## src/rtl/rss_pkg.sv

```systemverilog
package rss_pkg;
  localparam int unsigned HALF_W = 8;

  function automatic logic odd_par(input logic [HALF_W-1:0] v);
    return ~(^v);
  endfunction
endpackage

```

## src/rtl/rss_timer.sv

```systemverilog
module rss_timer #(
  parameter int unsigned SEQ_END = 98,
  parameter int unsigned CNT_W   = 7
) (
  input  logic             clk_i,
  input  logic             rst_ni,
  input  logic             strobe_i,
  output logic             start_o,
  output logic             busy_o,
  output logic             done_o,
  output logic [CNT_W-1:0] cnt_o
);
  logic armed_q;

  assign start_o = strobe_i & armed_q & ~busy_o;

  always_ff @(posedge clk_i or negedge rst_ni) begin
    if (!rst_ni) begin
      armed_q <= 1'b0;
      busy_o  <= 1'b0;
      done_o  <= 1'b0;
      cnt_o   <= '0;
    end else begin
      done_o <= 1'b0;
      if (start_o) begin
        armed_q <= 1'b0;
        busy_o  <= 1'b1;
        cnt_o   <= '0;
      end else if (busy_o) begin
        if (cnt_o == CNT_W'(SEQ_END)) begin
          busy_o <= 1'b0;
          done_o <= 1'b1;
        end else begin
          cnt_o <= cnt_o + 1'b1;
        end
      end else if (!strobe_i) begin
        armed_q <= 1'b1;  // re-arm only when idle and strobe low
      end
    end
  end

  assert_done_single_R9: assert property (@(posedge clk_i) disable iff (!rst_ni)
    done_o |=> !done_o);
  assert_done_idle_R9: assert property (@(posedge clk_i) disable iff (!rst_ni)
    done_o |-> !busy_o);
  assert_no_restart_R8: assert property (@(posedge clk_i) disable iff (!rst_ni)
    done_o |-> !start_o);
endmodule

```

## src/rtl/rss_parity.sv

```systemverilog
module rss_parity #(
  parameter int unsigned DATA_W = 16
) (
  input  logic [DATA_W-1:0]                 word_i,
  output logic [DATA_W/rss_pkg::HALF_W-1:0] par_o
);
  localparam int unsigned NUM_H = DATA_W / rss_pkg::HALF_W;

  for (genvar h = 0; h < NUM_H; h++) begin : g_half
    assign par_o[h] = rss_pkg::odd_par(word_i[h*rss_pkg::HALF_W +: rss_pkg::HALF_W]);
  end
endmodule

```

## src/rtl/rss_pulse_sched.sv

```systemverilog
module rss_pulse_sched #(
  parameter int unsigned DATA_W    = 16,
  parameter int unsigned PAIR_W    = 2,
  parameter int unsigned NUM_PAR   = 2,
  parameter int unsigned START_DLY = 45,
  parameter int unsigned STEP_CYC  = 6,
  parameter int unsigned PULSE_CYC = 5,
  parameter int unsigned PAR_GAP   = 0,
  parameter int unsigned PAR_CYC   = 5,
  parameter int unsigned CNT_W     = 7
) (
  input  logic               clk_i,
  input  logic               rst_ni,
  input  logic [CNT_W-1:0]   cnt_i,
  input  logic               busy_i,
  input  logic [DATA_W-1:0]  word_i,
  input  logic [NUM_PAR-1:0] par_i,
  output logic [DATA_W-1:0]  sense_n_o,
  output logic [NUM_PAR-1:0] par_n_o
);
  localparam int unsigned NUM_STEPS = DATA_W / PAIR_W;
  localparam int unsigned DATA_END  = START_DLY + NUM_STEPS * STEP_CYC;
  localparam int unsigned PAR_START = DATA_END + PAR_GAP;

  logic [NUM_STEPS-1:0] step_on;
  logic [DATA_W-1:0]    data_set;
  logic                 par_on;

  for (genvar k = 0; k < NUM_STEPS; k++) begin : g_step
    assign step_on[k] = busy_i
                     && (cnt_i >= CNT_W'(START_DLY + k*STEP_CYC))
                     && (cnt_i <  CNT_W'(START_DLY + k*STEP_CYC + PULSE_CYC));
    assign data_set[k*PAIR_W +: PAIR_W] = {PAIR_W{step_on[k]}} & word_i[k*PAIR_W +: PAIR_W];
  end

  assign par_on = busy_i && (cnt_i >= CNT_W'(PAR_START))
                         && (cnt_i <  CNT_W'(PAR_START + PAR_CYC));

  always_ff @(posedge clk_i or negedge rst_ni) begin
    if (!rst_ni) begin
      sense_n_o <= '1;
      par_n_o   <= '1;
    end else begin
      sense_n_o <= ~data_set;
      par_n_o   <= ~({NUM_PAR{par_on}} & par_i);
    end
  end

  assert_set_only_R2: assert property (@(posedge clk_i) disable iff (!rst_ni)
    ((~sense_n_o) & ~word_i) == '0);
  assert_pair_limit_R4: assert property (@(posedge clk_i) disable iff (!rst_ni)
    $countones(~sense_n_o) <= PAIR_W);
  assert_data_window_R5: assert property (@(posedge clk_i) disable iff (!rst_ni)
    (sense_n_o != '1) |-> ($past(cnt_i) >= CNT_W'(START_DLY) && $past(cnt_i) < CNT_W'(DATA_END)));
  assert_par_after_data_R6: assert property (@(posedge clk_i) disable iff (!rst_ni)
    (par_n_o != '1) |-> (sense_n_o == '1));
endmodule

```

## src/rtl/rd_sense_seq.sv

```systemverilog
module rd_sense_seq #(
  parameter int unsigned DATA_W    = 16,
  parameter int unsigned PAIR_W    = 2,
  parameter int unsigned START_DLY = 45,
  parameter int unsigned STEP_CYC  = 6,
  parameter int unsigned PULSE_CYC = 5,
  parameter int unsigned PAR_GAP   = 0,
  parameter int unsigned PAR_CYC   = 5
) (
  input  logic              clk_i,
  input  logic              rst_ni,
  input  logic              rd_strobe_i,
  input  logic [15:0]       rd_data_i,
  output logic [15:0]       sense_n_o,
  output logic [1:0]        par_n_o,
  output logic              busy_o,
  output logic              done_o
);
  localparam int unsigned NUM_PAR   = DATA_W / rss_pkg::HALF_W;
  localparam int unsigned NUM_STEPS = DATA_W / PAIR_W;
  localparam int unsigned SEQ_END   = START_DLY + NUM_STEPS*STEP_CYC + PAR_GAP + PAR_CYC;
  localparam int unsigned CNT_W     = $clog2(SEQ_END + 1);

  logic               start;
  logic [CNT_W-1:0]   cnt;
  logic [DATA_W-1:0]  word_q;
  logic [NUM_PAR-1:0] par;

  rss_timer #(.SEQ_END(SEQ_END), .CNT_W(CNT_W)) timer_i (
    .clk_i, .rst_ni, .strobe_i(rd_strobe_i),
    .start_o(start), .busy_o, .done_o, .cnt_o(cnt)
  );

  always_ff @(posedge clk_i or negedge rst_ni) begin
    if (!rst_ni)    word_q <= '0;
    else if (start) word_q <= rd_data_i;
  end

  rss_parity #(.DATA_W(DATA_W)) parity_i (.word_i(word_q), .par_o(par));

  rss_pulse_sched #(
    .DATA_W(DATA_W), .PAIR_W(PAIR_W), .NUM_PAR(NUM_PAR),
    .START_DLY(START_DLY), .STEP_CYC(STEP_CYC), .PULSE_CYC(PULSE_CYC),
    .PAR_GAP(PAR_GAP), .PAR_CYC(PAR_CYC), .CNT_W(CNT_W)
  ) sched_i (
    .clk_i, .rst_ni, .cnt_i(cnt), .busy_i(busy_o),
    .word_i(word_q), .par_i(par), .sense_n_o, .par_n_o
  );

  assert_par_lo_odd_R1: assert property (@(posedge clk_i) disable iff (!rst_ni)
    !par_n_o[0] |-> ($countones(word_q[7:0]) % 2 == 0));
  assert_par_hi_odd_R1: assert property (@(posedge clk_i) disable iff (!rst_ni)
    !par_n_o[1] |-> ($countones(word_q[15:8]) % 2 == 0));
  assert_word_hold_R7: assert property (@(posedge clk_i) disable iff (!rst_ni)
    busy_o |=> $stable(word_q));
  assert_idle_quiet_R9: assert property (@(posedge clk_i) disable iff (!rst_ni)
    !busy_o |-> (sense_n_o == '1 && par_n_o == '1));
endmodule

```

## config.mk

```make
export PLATFORM = sky130hd
export DESIGN_NAME = rd_sense_seq
export DESIGN_NICKNAME = d
export VERILOG_FILES = /design/src/rtl/rss_pkg.sv /design/src/rtl/rss_timer.sv /design/src/rtl/rss_parity.sv /design/src/rtl/rss_pulse_sched.sv /design/src/rtl/rd_sense_seq.sv
export SDC_FILE = /design/constraint.sdc
export NUM_CORES = 1
export LEC_CHECK = 0
export BUFFER_PORTS_ARGS = -buffer_cell sky130_fd_sc_hd__buf_4
export CAP_MARGIN = 20
export CORE_MARGIN = 5
export CORE_UTILIZATION = 25
export CTS_CLUSTER_DIAMETER = 100
export DETAILED_ROUTE_END_ITERATION = 8
export PLACE_DENSITY = 0.44
export SLEW_MARGIN = 10
export SYNTH_ARGS = -nofsm -noshare
export SYNTH_HDL_FRONTEND = slang
export SYNTH_SLANG_ARGS = --single-unit
```

## constraint.sdc

```tcl
create_clock -name clk_i -period 3.4 [get_ports clk_i]
set_clock_uncertainty 0.2 [all_clocks]
set_input_delay 0 -clock clk_i [delete_from_list [all_inputs] [get_ports clk_i]]
set_output_delay 0 -clock clk_i [all_outputs]
set_load 0.01 [all_outputs]
```

# After elaboration in Yosys (flattened, before gate mapping)
# Index checks and enable logic that the tools add are counted.
# totals
register_bits	44
latch_bits	0
ram_bits	0
rom_bits	0
out_inout_bits	20
memories	0
# classes
add_sub_neg	1
multipliers	0
div_mod_pow	0
magnitude_cmp	18
eq_ne	4
shifts	0
n_mux	12
bitwise	16
reduce_logical	23
# ops
cell	count
$lt A7 B7 Y1 const B	6
$ge A7 B7 Y1 const B	5
$ge A7 B6 Y1 const B	4
$lt A7 B6 Y1 const B	3
$mux W7	3
$and A2 B2 Y2	9
$logic_and A1 B1 Y1	18
$not A16 Y16	1
$reduce_xor A8 Y1	2
$mux W1	9
$add A7 B1 Y7 const B	1
$eq A7 B7 Y1 const B	1
$ne A2 B2 Y1 const B	2
$reduce_and A2 Y1	2
$not A1 Y1	3
$and A1 B1 Y1	2
$ne A2 B1 Y1 const B	1
$not A2 Y2	1
$reduce_bool A2 Y1	1

# Longest topological paths before layout
# depth
depth_word	5
mapped_depth	7
mapped_depth_nobuf	6

# Cells and area by module
# A second synthesis with hierarchy kept.
# hier_totals
cells_unflattened	167
hier_area_um2	2070.7
# by_module_without_submodules
module	n_inst	cells_each	area_per_inst_um2	seq_area_each_um2
rss_pulse_sched	1	70	799.5	473.0
rd_sense_seq	1	34	649.4	400.4
rss_timer	1	49	499.2	250.2
rss_parity	1	14	122.6	0.0

# Worst setup path after synthesis
# No wires, ideal clock.
# synth_path
path_type	reg2reg
from	register timer_i.cnt_o[1]
to	register sched_i.sense_n_o[12]
setup_time_ns	0.060
arrival_ns	1.648
slack_ns	1.492
path_stages_with_launch	8
path_cell_list	dfrtp_1 -> buf_2 -> inv_1 -> ha_1 -> or3_1 -> nor2_1 -> and4bb_2 -> nand2_1
# synth_via
elab_chain_len	5
elab_cells_between_ends	6
cone_classes	2 x order compare; 2 x bitwise; 2 x reduce/logical
# synth_lines
item	line	rtl
start, declared	rss_timer.sv:11	output logic [CNT_W-1:0] cnt_o
start signal, assigned	rss_timer.sv:34	cnt_o <= cnt_o + 1'b1;
$ge A7 B7 Y1	rss_pulse_sched.sv:31	&& (cnt_i >= CNT_W'(START_DLY + k*STEP_CYC))
$logic_and A1 B1 Y1	rss_pulse_sched.sv:31	
$logic_and A1 B1 Y1 *	rss_pulse_sched.sv:32	&& (cnt_i < CNT_W'(START_DLY + k*STEP_CYC + PULSE_CYC));
$and A2 B2 Y2 *	rss_pulse_sched.sv:33	assign data_set[k*PAIR_W +: PAIR_W] = {PAIR_W{step_on[k]}} & word_i[k*PAIR_W +: PAIR_W];
$not A16 Y16 *	rss_pulse_sched.sv:44	sense_n_o <= ~data_set;
end signal, assigned	rss_pulse_sched.sv:44	
end, declared	rss_pulse_sched.sv:18	output logic [DATA_W-1:0] sense_n_o,
# Mark *: on every way between the ends. The rest lies on a longest branch, timed or not.
# A chain may end at the register's enable or synchronous reset.

# Worst setup path in the final report
# layout_path
from	register timer_i.cnt_o[1]
to	register sched_i.sense_n_o[13]
# Same word-level chain as after synthesis.

==> flow_summary.toml <==
[setup_path]
worst-endpoint-arrival_ns = 2.17
startpoint = "timer_i.cnt_o[1]"
reg2reg_from = "timer_i.cnt_o[1]"
criticalPathCategory = "reg -> reg"
r2r_slack_ns = 1.27
r2r_cells = 6
path_cells = "inv_1 -> ha_1 -> or3_1 -> nor2_1 -> and4bb_2 -> nand2_1"
crit_path_max_fanout = 13
crit_buf_inv = 1
startpoint_type = "flop"
regToRegEndpoint = "sched_i.sense_n_o[13]"
required_ns = 3.44
worst_path_max_delay_cell = "dfrtp_1"
path_delay_family = "simple AND/OR/NAND/NOR gates"
slowest_delay_ns = 0.64
crit_path_end_kind = "flop"

[timing]
tightest_slew_ns = 0.8325
min_period_ns = 2.129
fin_hold_ws_ns = 0.03837
rsz0062_at_grt = "false"
period_share = 0.6262
hold_viol = 0
setup_viol = 0
fmax_mhz = 469.7
relSlewSlack = 0.4444
tns_ns = 0
drv_slew = 0

[logic_synthesis]
yosysUniqueCellTypes = 41
syn-mean-instance-area_um2 = 10.25
ys_warn_count = 0
yosys-top-cells-area = "dfrtp_1 32%, dfstp_2 23%, nand2_1 12%"
ys_seq_elements = 44
synth_top_cell_by_area = "dfrtp_1"
synth_nets = 221
yosysSeqAreaShare = 0.5482
synth_cells = 200
synth.cell_area_um2 = 2049
netlist.area_leader.share = 0.3175

[grt]
track_usage = 0.09604
overflow = 0
grt_max_degree = 45
antenna_found_initial = 0
grt_first_pass_wirelength_um = 7672
grt_pass1_vias = 1521

[routing]
vias = 1545
ant_nets = 0
drc = 0
wl_per_cell_um = 12.70
viasPerCell = 4.304
drt_iter0_markers = 130
drt_first_pass_iters = 4
postRouteWirelength_um = 4561

[floorplan]
chipHeight_um = 100.5
start_util = 0.2532
ios = 39
fp-row-count = 33
core_area_um2 = 8093
die_area_um2 = 10110
die_w_um = 100.5

[worst_hold_path]
min_path_type = "in -> async"

[final_layout]
mostFrequentLayoutCell = "nand2_1"
layout.nets = 274
layout.cells.non_filler = 359
fin_area_um2 = 2661
final_cell_mix = "67 x nand2_1, 38 x buf_4, 26 x dfrtp_1"
drive_gt1_frac = 0.2913
antenna_cells = 0
area_delta_synth_final_pct = 29.85

[place]
dpl_cell_area_um2 = 2400
port_buffers = 38
gp_congestion = 0.7379
hpwl_um = 3140
dp.cells = 333

[pwr]
p_leak_nw = 1.172
ir_worst_vdd_mv = 0.2216
cellPowerDensity_nw_per_um2 = 716.2

[clock_tree]
cts_root_buf = "clkbuf_8"
clk_pin_slew_ns = 0.08
cts_resized = 0
htreeDepth = 2
cts_hold_repair.buffers = 18
post_cts_buffers = 0
cts_sinks = 44
insertion_delay_ns = 0.29
tritoncts = "built"
cts_made_buffers = 5
ctsLongestPathBuffers = 2

[run]
maxCapViolations = 0

[outcome]
status = "complete, no violations"
[cell usage after synthesis]
cell / instances
a21boi_0: 2
nand2_1: 67
or2_2: 1
nor3_1: 2
nand4_1: 4
o41ai_4: 1
dfstp_2: 18
a2111oi_2: 1
nand2b_1: 3
a21o_2: 1
and3_1: 2
nand4b_4: 1
xnor2_1: 14
nand3_1: 8
buf_6: 2
dfrtp_1: 26
mux2i_1: 2
o31ai_1: 1
and3_2: 1
o211ai_1: 1
inv_1: 3
xor2_1: 3
clkbuf_1: 1
nor2_2: 1
a21oi_1: 4
nor4b_1: 1
a21o_1: 1
nor2b_1: 1
or3_1: 1
nand3b_1: 1
buf_4: 2
and4b_2: 1
and4bb_2: 2
nor2_1: 7
o22ai_1: 1
o21ai_0: 1
a31o_2: 1
nand4b_1: 2
ha_1: 2
mux2_4: 1
buf_2: 5
[cells by family (layout without fill, tap and decap cells)]
family	after synthesis	after routing	synth area share
DFF	44	44	0.5482
muxes	3	3	0.01709
xor gates and xnor gates	17	17	0.07265
and+or+nand+nor	106	106	0.2491
adders and majority gates	2	2	0.01221
buffers and inverters	13	67	0.03784
AOI/OAI and AO/OA	15	15	0.06288
[worst max-delay path by stage]
stage	endpoint	cells past startpoint
2_1_floorplan	sched_i.sense_n_o[12]	7
3_5_place_dp	sched_i.sense_n_o[13]	6
6_report	sched_i.sense_n_o[13]	6
5_1_grt	sched_i.sense_n_o[13]	6
4_1_cts	sched_i.sense_n_o[13]	6
3_3_place_gp	sched_i.sense_n_o[12]	6
[metal layers]
layer | wire length (µm) | vias up | track usage | share of wire
li1 | - | 769 | - | -
met1 | 2177 | 743 | 0.1341 | 0.48
met2 | 2115 | 28 | 0.1468 | 0.46
met3 | 224 | 5 | 0.02422 | 0.049
met4 | 43 | 0 | 0.02798 | 0.0094
met5 | 0 | - | 0 | 0
[through the flow]
step / util / setup WS, ns / total power, W
3_5_place_dp: 0.2965 / 1.293 / 0.001597
5_1_grt: 0.3289 / 1.119 / 0.002075
3_3_place_gp: 0.2965 / 1.363 / 0.001589
2_1_floorplan: - / 1.492 / 0.001432
4_1_cts: 0.3289 / 1.281 / 0.001936
6_report: 0.3289 / 1.271 / 0.001906
[flip-flops by register name, indices dropped and copies added, names as in the netlist]
register,cells
sched_i.par_n_o,2
timer_i.armed_q,1
timer_i.busy_o,1
timer_i.done_o,1
sched_i.sense_n_o,16
timer_i.cnt_o,7
word_q,16
[power by group]
group	switching (W)	internal (W)	total, W	leakage (nW)
clock	0.000173	0.000144	0.000317	0.0422
sequential	0.000228	0.000668	0.000896	0.516
combinational	0.000321	0.000371	0.000692	0.613
total	0.000722	0.00118	0.00191	1.17
[area by class of cell]
cell class                 count  area, µm²
clock buffer                   7      76.32
inverter                       3      11.26
sequential                    44       1124
multi-input combinational    143      848.3
tap                          105      131.4
clock inverter                 1      5.005
fill                         858       5431
timing repair buffer          56      465.4
(Power assumes the default switching activity.)
